==> src/rtl/bcd_pkg.sv <==
package bcd_pkg;

  typedef enum logic [2:0] {
    PS_PREFIX,
    PS_CODE,
    PS_ADDR,
    PS_DATA,
    PS_SKIP
  } bcd_state_e;

  localparam logic [7:0] BCD_PREFIX     = 8'hAF;
  localparam logic [7:0] BCD_WR_CODE    = 8'h20;
  localparam logic [7:0] BCD_COPY_CODE  = 8'h6A;
  localparam int         BCD_COPY_LEN   = 9;

  localparam logic [7:0] BCD_CTRL_ADDR  = 8'hFF;
  localparam logic [7:0] BCD_LOCK_VAL   = 8'h00;
  localparam logic [7:0] BCD_UNLOCK_VAL = 8'hFF;

  localparam logic [7:0] BCD_DEPTH_ADDR = 8'h00;
  localparam logic [7:0] BCD_BLANK_ADDR = 8'h1F;
  localparam logic [7:0] BCD_B16_ADDR   = 8'h20;
  localparam logic [7:0] BCD_B8_ADDR    = 8'h26;
  localparam logic [7:0] BCD_TIM_ADDR   = 8'h01;
  localparam logic [7:0] BCD_PCLK_ADDR  = 8'h1B;

endpackage

==> src/rtl/bcd_rst_sync.sv <==
module bcd_rst_sync #(
  parameter int STAGES = 2
) (
  input  logic clk,
  input  logic rst_n,
  output logic rst_s_n
);

  logic [STAGES-1:0] sh_q;

  always_ff @(posedge clk or negedge rst_n) begin
    if (!rst_n) sh_q <= '0;
    else        sh_q <= {sh_q[STAGES-2:0], 1'b1};
  end

  assign rst_s_n = sh_q[STAGES-1];

endmodule

==> src/rtl/bcd_parser.sv <==
module bcd_parser
  import bcd_pkg::*;
#(
  parameter logic [7:0] PREFIX    = BCD_PREFIX,
  parameter logic [7:0] WR_CODE   = BCD_WR_CODE,
  parameter logic [7:0] COPY_CODE = BCD_COPY_CODE,
  parameter int         COPY_LEN  = BCD_COPY_LEN
) (
  input  logic       clk,
  input  logic       rst_n,
  input  logic       in_valid,
  input  logic [7:0] in_data,
  output logic       wr_en,
  output logic [7:0] wr_addr,
  output logic [7:0] wr_data,
  output logic       err
);

  localparam int CNT_W   = $clog2(COPY_LEN);
  localparam int PAYLOAD = COPY_LEN - 2;

  bcd_state_e       st_q, st_d;
  logic [CNT_W-1:0] cnt_q, cnt_d;
  logic [7:0]       addr_q, addr_d;
  logic             err_q, err_d;

  always_comb begin
    st_d   = st_q;
    cnt_d  = cnt_q;
    addr_d = addr_q;
    err_d  = err_q;
    wr_en  = 1'b0;
    if (in_valid) begin
      unique case (st_q)
        PS_PREFIX: begin
          if (in_data == PREFIX) st_d = PS_CODE;
        end
        PS_CODE: begin
          if (in_data == WR_CODE) begin
            st_d = PS_ADDR;
          end else if (in_data == COPY_CODE) begin
            st_d  = PS_SKIP;
            cnt_d = CNT_W'(PAYLOAD - 1);
          end else begin
            err_d = 1'b1;
            st_d  = PS_PREFIX;
          end
        end
        PS_ADDR: begin
          addr_d = in_data;
          st_d   = PS_DATA;
        end
        PS_DATA: begin
          wr_en = 1'b1;
          st_d  = PS_PREFIX;
        end
        PS_SKIP: begin
          if (cnt_q == '0) st_d = PS_PREFIX;
          else             cnt_d = cnt_q - 1'b1;
        end
        default: st_d = PS_PREFIX;
      endcase
    end
  end

  always_ff @(posedge clk or negedge rst_n) begin
    if (!rst_n) begin
      st_q   <= PS_PREFIX;
      cnt_q  <= '0;
      addr_q <= '0;
      err_q  <= 1'b0;
    end else begin
      st_q   <= st_d;
      cnt_q  <= cnt_d;
      addr_q <= addr_d;
      err_q  <= err_d;
    end
  end

  assign wr_addr = addr_q;
  assign wr_data = in_data;
  assign err     = err_q;

endmodule

==> src/rtl/bcd_vidregs.sv <==
module bcd_vidregs
  import bcd_pkg::*;
#(
  parameter int         N_TIM      = 12,
  parameter logic [7:0] CTRL_ADDR  = BCD_CTRL_ADDR,
  parameter logic [7:0] LOCK_VAL   = BCD_LOCK_VAL,
  parameter logic [7:0] UNLOCK_VAL = BCD_UNLOCK_VAL,
  parameter logic [7:0] DEPTH_ADDR = BCD_DEPTH_ADDR,
  parameter logic [7:0] BLANK_ADDR = BCD_BLANK_ADDR,
  parameter logic [7:0] B16_ADDR   = BCD_B16_ADDR,
  parameter logic [7:0] B8_ADDR    = BCD_B8_ADDR,
  parameter logic [7:0] TIM_ADDR   = BCD_TIM_ADDR,
  parameter logic [7:0] PCLK_ADDR  = BCD_PCLK_ADDR
) (
  input  logic                  clk,
  input  logic                  rst_n,
  input  logic                  wr_en,
  input  logic [7:0]            wr_addr,
  input  logic [7:0]            wr_data,
  output logic                  locked,
  output logic [23:0]           base16_addr,
  output logic [23:0]           base8_addr,
  output logic [7:0]            color_depth,
  output logic [7:0]            blank_mode,
  output logic [N_TIM-1:0][15:0] timing,
  output logic [15:0]           pix_clk_5k
);

  // slot layout: 0 depth, 1 blank, 2..4 base16 (msb first), 5..7 base8,
  // then timing byte pairs, then pixel clock low/high
  localparam int S_B16  = 2;
  localparam int S_B8   = 5;
  localparam int S_TIM  = 8;
  localparam int S_PCLK = S_TIM + 2 * N_TIM;
  localparam int NSLOT  = S_PCLK + 2;

  function automatic logic [7:0] slot_addr(input int i);
    if (i == 0)           return DEPTH_ADDR;
    else if (i == 1)      return BLANK_ADDR;
    else if (i < S_B8)    return 8'(int'(B16_ADDR) + i - S_B16);
    else if (i < S_TIM)   return 8'(int'(B8_ADDR) + i - S_B8);
    else if (i < S_PCLK)  return 8'(int'(TIM_ADDR) + i - S_TIM);
    else                  return 8'(int'(PCLK_ADDR) + i - S_PCLK);
  endfunction

  logic [NSLOT-1:0]      hit;
  logic [NSLOT-1:0][7:0] act_q, act_d;
  logic [NSLOT-1:0][7:0] shd_q, shd_d;
  logic                  lock_q, lock_d;
  logic                  ctrl_wr, do_lock, do_unlock;

  for (genvar g = 0; g < NSLOT; g++) begin : g_slot
    localparam logic [7:0] SA = slot_addr(g);
    assign hit[g] = wr_en && (wr_addr == SA);
  end

  assign ctrl_wr   = wr_en && (wr_addr == CTRL_ADDR);
  assign do_lock   = ctrl_wr && (wr_data == LOCK_VAL);
  assign do_unlock = ctrl_wr && (wr_data == UNLOCK_VAL);

  always_comb begin
    shd_d  = shd_q;
    act_d  = act_q;
    lock_d = lock_q;
    for (int i = 0; i < NSLOT; i++) begin
      if (hit[i]) begin
        shd_d[i] = wr_data;
        if (!lock_q) act_d[i] = wr_data;
      end
    end
    if (do_unlock) begin
      act_d  = shd_q;
      lock_d = 1'b0;
    end else if (do_lock) begin
      lock_d = 1'b1;
    end
  end

  always_ff @(posedge clk or negedge rst_n) begin
    if (!rst_n) begin
      act_q  <= '0;
      shd_q  <= '0;
      lock_q <= 1'b0;
    end else begin
      act_q  <= act_d;
      shd_q  <= shd_d;
      lock_q <= lock_d;
    end
  end

  assign locked      = lock_q;
  assign color_depth = act_q[0];
  assign blank_mode  = act_q[1];
  assign base16_addr = {act_q[S_B16], act_q[S_B16+1], act_q[S_B16+2]};
  assign base8_addr  = {act_q[S_B8],  act_q[S_B8+1],  act_q[S_B8+2]};
  assign pix_clk_5k  = {act_q[S_PCLK+1], act_q[S_PCLK]};

  for (genvar k = 0; k < N_TIM; k++) begin : g_tim
    assign timing[k] = {act_q[S_TIM+2*k], act_q[S_TIM+2*k+1]};
  end

endmodule

==> src/rtl/bulkcmd_regwr_dec.sv <==
module bulkcmd_regwr_dec
  import bcd_pkg::*;
#(
  parameter int N_TIM = 12
) (
  input  logic                  clk,
  input  logic                  rst_n,
  input  logic                  in_valid,
  input  logic [7:0]            in_data,
  output logic                  in_ready,
  output logic [23:0]           base16_addr,
  output logic [23:0]           base8_addr,
  output logic [7:0]            color_depth,
  output logic [7:0]            blank_mode,
  output logic [N_TIM-1:0][15:0] timing,
  output logic [15:0]           pix_clk_5k,
  output logic                  cmd_err
);

  logic       rst_s_n;
  logic       wr_en;
  logic [7:0] wr_addr;
  logic [7:0] wr_data;
  logic       lock_q;

  assign in_ready = 1'b1;

  bcd_rst_sync #(.STAGES(2)) rst_i (
    .clk     (clk),
    .rst_n   (rst_n),
    .rst_s_n (rst_s_n)
  );

  bcd_parser parse_i (
    .clk      (clk),
    .rst_n    (rst_s_n),
    .in_valid (in_valid),
    .in_data  (in_data),
    .wr_en    (wr_en),
    .wr_addr  (wr_addr),
    .wr_data  (wr_data),
    .err      (cmd_err)
  );

  bcd_vidregs #(.N_TIM(N_TIM)) regs_i (
    .clk         (clk),
    .rst_n       (rst_s_n),
    .wr_en       (wr_en),
    .wr_addr     (wr_addr),
    .wr_data     (wr_data),
    .locked      (lock_q),
    .base16_addr (base16_addr),
    .base8_addr  (base8_addr),
    .color_depth (color_depth),
    .blank_mode  (blank_mode),
    .timing      (timing),
    .pix_clk_5k  (pix_clk_5k)
  );

endmodule

==> config.mk <==
export PLATFORM = sky130hd
export DESIGN_NAME = bulkcmd_regwr_dec
export DESIGN_NICKNAME = d
export VERILOG_FILES = /design/src/rtl/bcd_pkg.sv /design/src/rtl/bcd_rst_sync.sv /design/src/rtl/bcd_parser.sv /design/src/rtl/bcd_vidregs.sv /design/src/rtl/bulkcmd_regwr_dec.sv
export SDC_FILE = /design/constraint.sdc
export NUM_CORES = 1
export LEC_CHECK = 0
export ABC_CLOCK_PERIOD_IN_PS = 44200
export CORE_MARGIN = 4
export CORE_UTILIZATION = 60
export DETAILED_ROUTE_END_ITERATION = 16
export PLACE_DENSITY = 0.88
export SYNTH_ARGS = -nofsm -noshare
export SYNTH_HDL_FRONTEND = slang
export SYNTH_HIERARCHICAL = 1
export SYNTH_SLANG_ARGS = --single-unit
==> constraint.sdc <==
create_clock -name clk -period 44.2 [get_ports clk]
set_clock_uncertainty 0.15 [all_clocks]
set_input_delay 6.63 -clock clk [delete_from_list [all_inputs] [get_ports clk]]
set_output_delay 6.63 -clock clk [all_outputs]
set_load 0.01 [all_outputs]
== After elaboration in Yosys (flattened, before gate mapping) ==
Index checks and enable logic that the tools add are counted.
Word-level totals
  register bits: 563
  bits of input ports: 11
  output and inout bits: 274
  word-level logic and storage cells: 289
Cells by class
  add/sub/neg operators: 1
  eq/ne operators: 48
  mux-type cells: 49
  bitwise gates (word level): 2
  reduce and logical (&&, ||, !) cells: 115
Operators by type and width (number)
  2-to-1 mux 8 bit: 35
  2-to-1 mux 272 bit: 1
  equality test 8 x 5 -> 1 bit, second input constant: 12
  nonzero test 2 bit: 36
  AND reduction 2 bit: 35
  equality test 8 x 4 -> 1 bit, second input constant: 8
  equality test 8 x 6 -> 1 bit, second input constant: 7
  logical AND 1 bit: 37
  equality test 8 x 3 -> 1 bit, second input constant: 4
  equality test 8 bit, second input constant: 3
  equality test 8 x 2 -> 1 bit, second input constant: 2
  zero test 8 bit: 2
  2-to-1 mux 3 bit: 4
  2-to-1 mux 4 bit: 3
  case mux 3 bit (4 select lines): 1
  equality test 8 x 1 -> 1 bit, second input constant: 1
  equality test 8 x 7 -> 1 bit, second input constant: 1
  case mux 4 bit (2 select lines): 1
  equality test 3 x 2 -> 1 bit, second input constant: 2
  != test 2 x 1 -> 1 bit, second input constant: 3
  != test 2 bit, second input constant: 3
  AND reduction 5 bit: 1
  zero test 4 bit: 1
  2-to-1 mux 1 bit: 4
  other kinds (7): 8

== Longest topological paths before layout ==
  depth in word-level cells: 7
  depth in mapped cells: 11
  depth with buffers taken out: 6

== Hierarchy ==
Netlist, hierarchy kept.
By module, submodules not included
  bcd_vidregs: instances 1, cells each 1590, area an instance 24842.6 µm², sequential area each 13638.1 µm²
  bcd_parser: instances 1, cells each 78, area an instance 905.9 µm², sequential area each 400.4 µm²
  bcd_rst_sync: instances 1, cells each 3, area an instance 53.8 µm², sequential area each 50.0 µm²
  bulkcmd_regwr_dec: instances 1, cells each 2, area an instance 11.3 µm², sequential area each 0.0 µm²

== Worst setup path after synthesis ==
No wires, ideal clock.
  path kind: input to register
  start: in in_valid
  end: reg regs_i.act_q (netlist bit regs_i/base8_addr[10])
  library setup time: 0.125 ns
  arrival time: 8.249 ns
  data required time: 43.925 ns
  slack: 35.676 ns
  stages: 8
  path buffers: 2
  cell sequence: nand2_1 -> nor2_1 -> and3b_1 -> buf_4 -> and4_1 -> buf_2 -> mux2_2 -> mux2_2
Between the ends
  cells in the longest elaborated chain, start to end: 5
RTL lines
  start: declaration: RTL line bulkcmd_regwr_dec.sv:8  | input logic in_valid,
  2-to-1 mux 1 bit (*): RTL line bcd_parser.sv:33  | if (in_valid) begin
  named net wr_en: RTL line bulkcmd_regwr_dec.sv:21  | logic wr_en;
  logical AND 1 bit: RTL line bcd_vidregs.sv:57  | assign ctrl_wr = wr_en && (wr_addr == CTRL_ADDR);
  logical AND 1 bit: RTL line bcd_vidregs.sv:59  | assign do_unlock = ctrl_wr && (wr_data == UNLOCK_VAL);
  != test 2 bit (no line) or nonzero test 2 bit (tied branches)
  AND reduction 2 bit (no line)
  end signal: assignment: RTL line bcd_vidregs.sv:85  | act_q <= act_d;
  end: declaration: RTL line bcd_vidregs.sv:47  | logic [NSLOT-1:0][7:0] act_q, act_d;
Mark *: on every way through the listed nets, which the timed path passes. The rest lies on a longest branch.
A chain may end at the register's enable or synchronous reset.

== Worst setup path in the final report ==
  start: in in_valid
  end: reg regs_i.act_q (netlist bit regs_i/blank_mode[3])
The elaborated chain is that of the path after synthesis.

==> results.yml <==
run_status:
  status: "finished, final reports clean"
synthesis:
  yosysSeqAreaShare_pct: 54.6
  netlist.area_leader.share_pct: 54.6
  syn-instance-count: 1673
  yosysMostFrequentCell: "mux2_2"
  ys_ff_latch: 563
  synthTopCellsByArea: "dfrtp_1, mux2_2, mux2_4"
  ys_dominant_reg_cell: "dfrtp_1"
  syn_nets: 1685
  synth_edf_count: 0
  yosysWarningCount: 6
  synthTopCellsByCount: "mux2_2, dfrtp_1, mux2_4"
  async_flop_share_pct: 100
  synth_area_mm2: 0.0258
  synth_cell_types: 61
  yosysTopAreaCell: "dfrtp_1"
  syn_avg_cell_area_um2: 15.4
power_and_ir_drop:
  power_frac_seq_pct: 49.3
  p_per_area_mw_per_mm2: 34.3
  p_int_uw: 821
  power.switching_uw: 235
  p_leak_uw: 0.0155
  combinationalPowerShare_pct: 3.4
  sw_frac_of_total_pct: 22.3
  ir_worst_vdd_uv: 29.9
  clkPwrFrac_pct: 47.3
die:
  io_pins: 285
  dieArea_mm2: 0.0464
  die_x_um: 215
  core-area_mm2: 0.0422
  die_y_um: 215
  rows: 75
  initial_core_util_pct: 61.1
global_routing:
  grt_max_degree: 152
  grt_pass1_wl_mm: 96.2
  grt_pass1_vias: 16300
  grt.total_usage_pct: 26.3
  overflow: 0
  antenna_found_initial: 2
clock_network:
  hold_buffers: 0
  clk_pin_slew_worst_paths_ps: 60
  htreeDepth: 2
  clk_latency_ps: 610
  cts.sinks: 563
  cts_resized: 0
  numCtsBuffers: 57
  cts_setup_buffers: 0
  cts_tree: "done"
  ctsRootBufferMaster: "clkbuf_16"
  ctsLongestPathBuffers: 3
place:
  portBuffers: 283
  gp_congestion: 0.814
  dp_hpwl_mm: 38.1
  place_ws_ps: 33140
  place_area_mm2: 0.0288
worst_setup_path:
  crit_type: "primary input to flip-flop"
  worstSetupEndpointType: "flip-flop"
  crit_arrival_ps: 10880
  cp_max_fo: 151
  crit_required_ps: 44520
  cp-start-kind: "primary input"
drt:
  ant_nets: 0
  wl_mm: 61.6
  drt_iter0_drc: 913
  wl_per_cell_um: 24.7
  drt_first_pass_iters: 5
  drc: 0
  viasPerCell: 5.97
  vias: 14900
min_path:
  hold_path_class: "flip-flop to flip-flop"
timing:
  max_slew_margin_pct: 20.8
  setup_viol: 0
  fin_crit_sh_pct: 23.9
  min_period_ps: 10560
  fmax_mhz: 94.7
  setup_ws_ps: 33640
  hold_viol_final: 0
  tightest_slew_ps: 1180
  rsz0062_at_grt: "no"
  fin_setup_tns_ps: 0
  slew_violations: 0
cells_and_area:
  fin_area_mm2: 0.0308
  finish.net_count: 1922
  final_core_util_pct: 72.9
  diodes: 0
  syn2layout_area_growth_pct: 19.2
  drive_above_1_share_pct: 52.2
flow_run:
  timing.max_cap.violations: 0
==> layout make-up <==
cell class,instances,area (µm²)
sequential,563,14100
fill,2646,11500
multi-input combinational,977,11000
timing repair buffer,307,2990
clock buffer,83,1740
tap,539,674
clock inverter,24,256
inverter,4,15.0
==> metal layers <==
layer / routed length [µm] / part of all wire [%] / track usage (%)
met2: 31200 / 51 / 45.2
met1: 25600 / 41 / 34.2
met4: 1590 / 2.6 / 7.49
met3: 3210 / 5.2 / 5.49
met5: 12 / 0.019 / 0
==> worst max-delay path, cell delays in order <==
cell and delay, ps:
clkdlybuf4s50_1 540, nand2_1 170, nor2_1 130, and3_1 280, and3_1 260, nand2_4 580, buf_12 670, buf_4 910
mux2_2 420
==> registers in the layout, indices dropped and copies added (netlist names) <==
signal / count
regs_i/shd_q: 272
regs_i/timing: 192
regs_i/base16_addr: 24
regs_i/base8_addr: 24
regs_i/pix_clk_5k: 16
parse_i/wr_addr: 8
regs_i/blank_mode: 8
regs_i/color_depth: 8
parse_i/cnt_q: 4
parse_i/st_q: 3
rst_i/sh_q: 2
parse_i/err: 1
regs_i/locked: 1
==> metrics by stage <==
stage / cells / power [µW] / hold WS [ps]
floorplan: 1673 / 556 / 181
global placement: 2390 / 565 / 187
detailed placement: 2390 / 566 / 191
CTS: 2497 / 1060 / 205
global route: 2497 / 1090 / 227
finish: 2497 / 1060 / 204
==> power by group through the flow <==
stage                     Combinational [µW]  Sequential, µW  Clock, µW
after global routing                    39.1             521        531
after floorplan                         20.2             536          0
after CTS                               35.8             521        507
final                                   35.4             521        499
after detailed placement                35.7             530          0
after global placement                  34.8             530          0
==> logic make-up after synthesis <==
family	count (synthesis)	share of synthesized area, %
muxes	828	37.3
DFF	563	54.6
buffers and inverters	133	2.88
and+or+nand+nor	133	4.71
AOI/OAI and AO/OA	13	0.461
other	2	0.0291
adders and majority gates	1	0.0485
==> worst paths after layout <==
kind	start	endpoint	slack, ps	cells after the start
worst max-delay path	in_valid	regs_i/blank_mode[3]$_DFFE_PN0P_	33640	9
worst min-delay path	rst_i/sh_q[0]$_DFF_PN0_	rst_i/sh_q[1]$_DFF_PN0_	200	0
worst max register to register	parse_i/st_q[0]$_DFFE_PN0P_	regs_i/blank_mode[3]$_DFFE_PN0P_	39740	8
worst min register to register	rst_i/sh_q[0]$_DFF_PN0_	rst_i/sh_q[1]$_DFF_PN0_	200	0
max in group asynchronous	rst_n	rst_i/sh_q[1]$_DFF_PN0_	37740	1
min in group asynchronous	rst_i/sh_q[1]$_DFF_PN0_	regs_i/shd_q[217]$_DFFE_PN0P_	230	0
==> layout by cell type, fill, tap and decap left out, types with 2 or more instances in the layout <==
cell type	instances
mux2_2	744
dfrtp_1	562
clkdlybuf4s50_1	275
mux2_4	81
clkbuf_16	59
nand2_1	26
buf_4	23
nand4_4	20
clkbuf_8	17
clkinv_2	10
nand3_2	10
nor2_2	10
buf_2	8
clkinvlp_4	7
clkbuf_1	7
and3_1	6
nor2_1	5
nand3_1	5
bufinv_16	4
inv_1	4
nor4_1	4
and2_1	4
nand4_2	4
and4_1	4
nand4_1	3
conb_1	2
nor3_1	2
o21ai_0	2
mux2_1	2
a21oi_1	2
nor2_4	2
nor2b_2	2
and2_0	2
nor4bb_1	2
nor4b_2	2
and3b_1	2
Note: power is estimated with default switching activity, not from simulation.
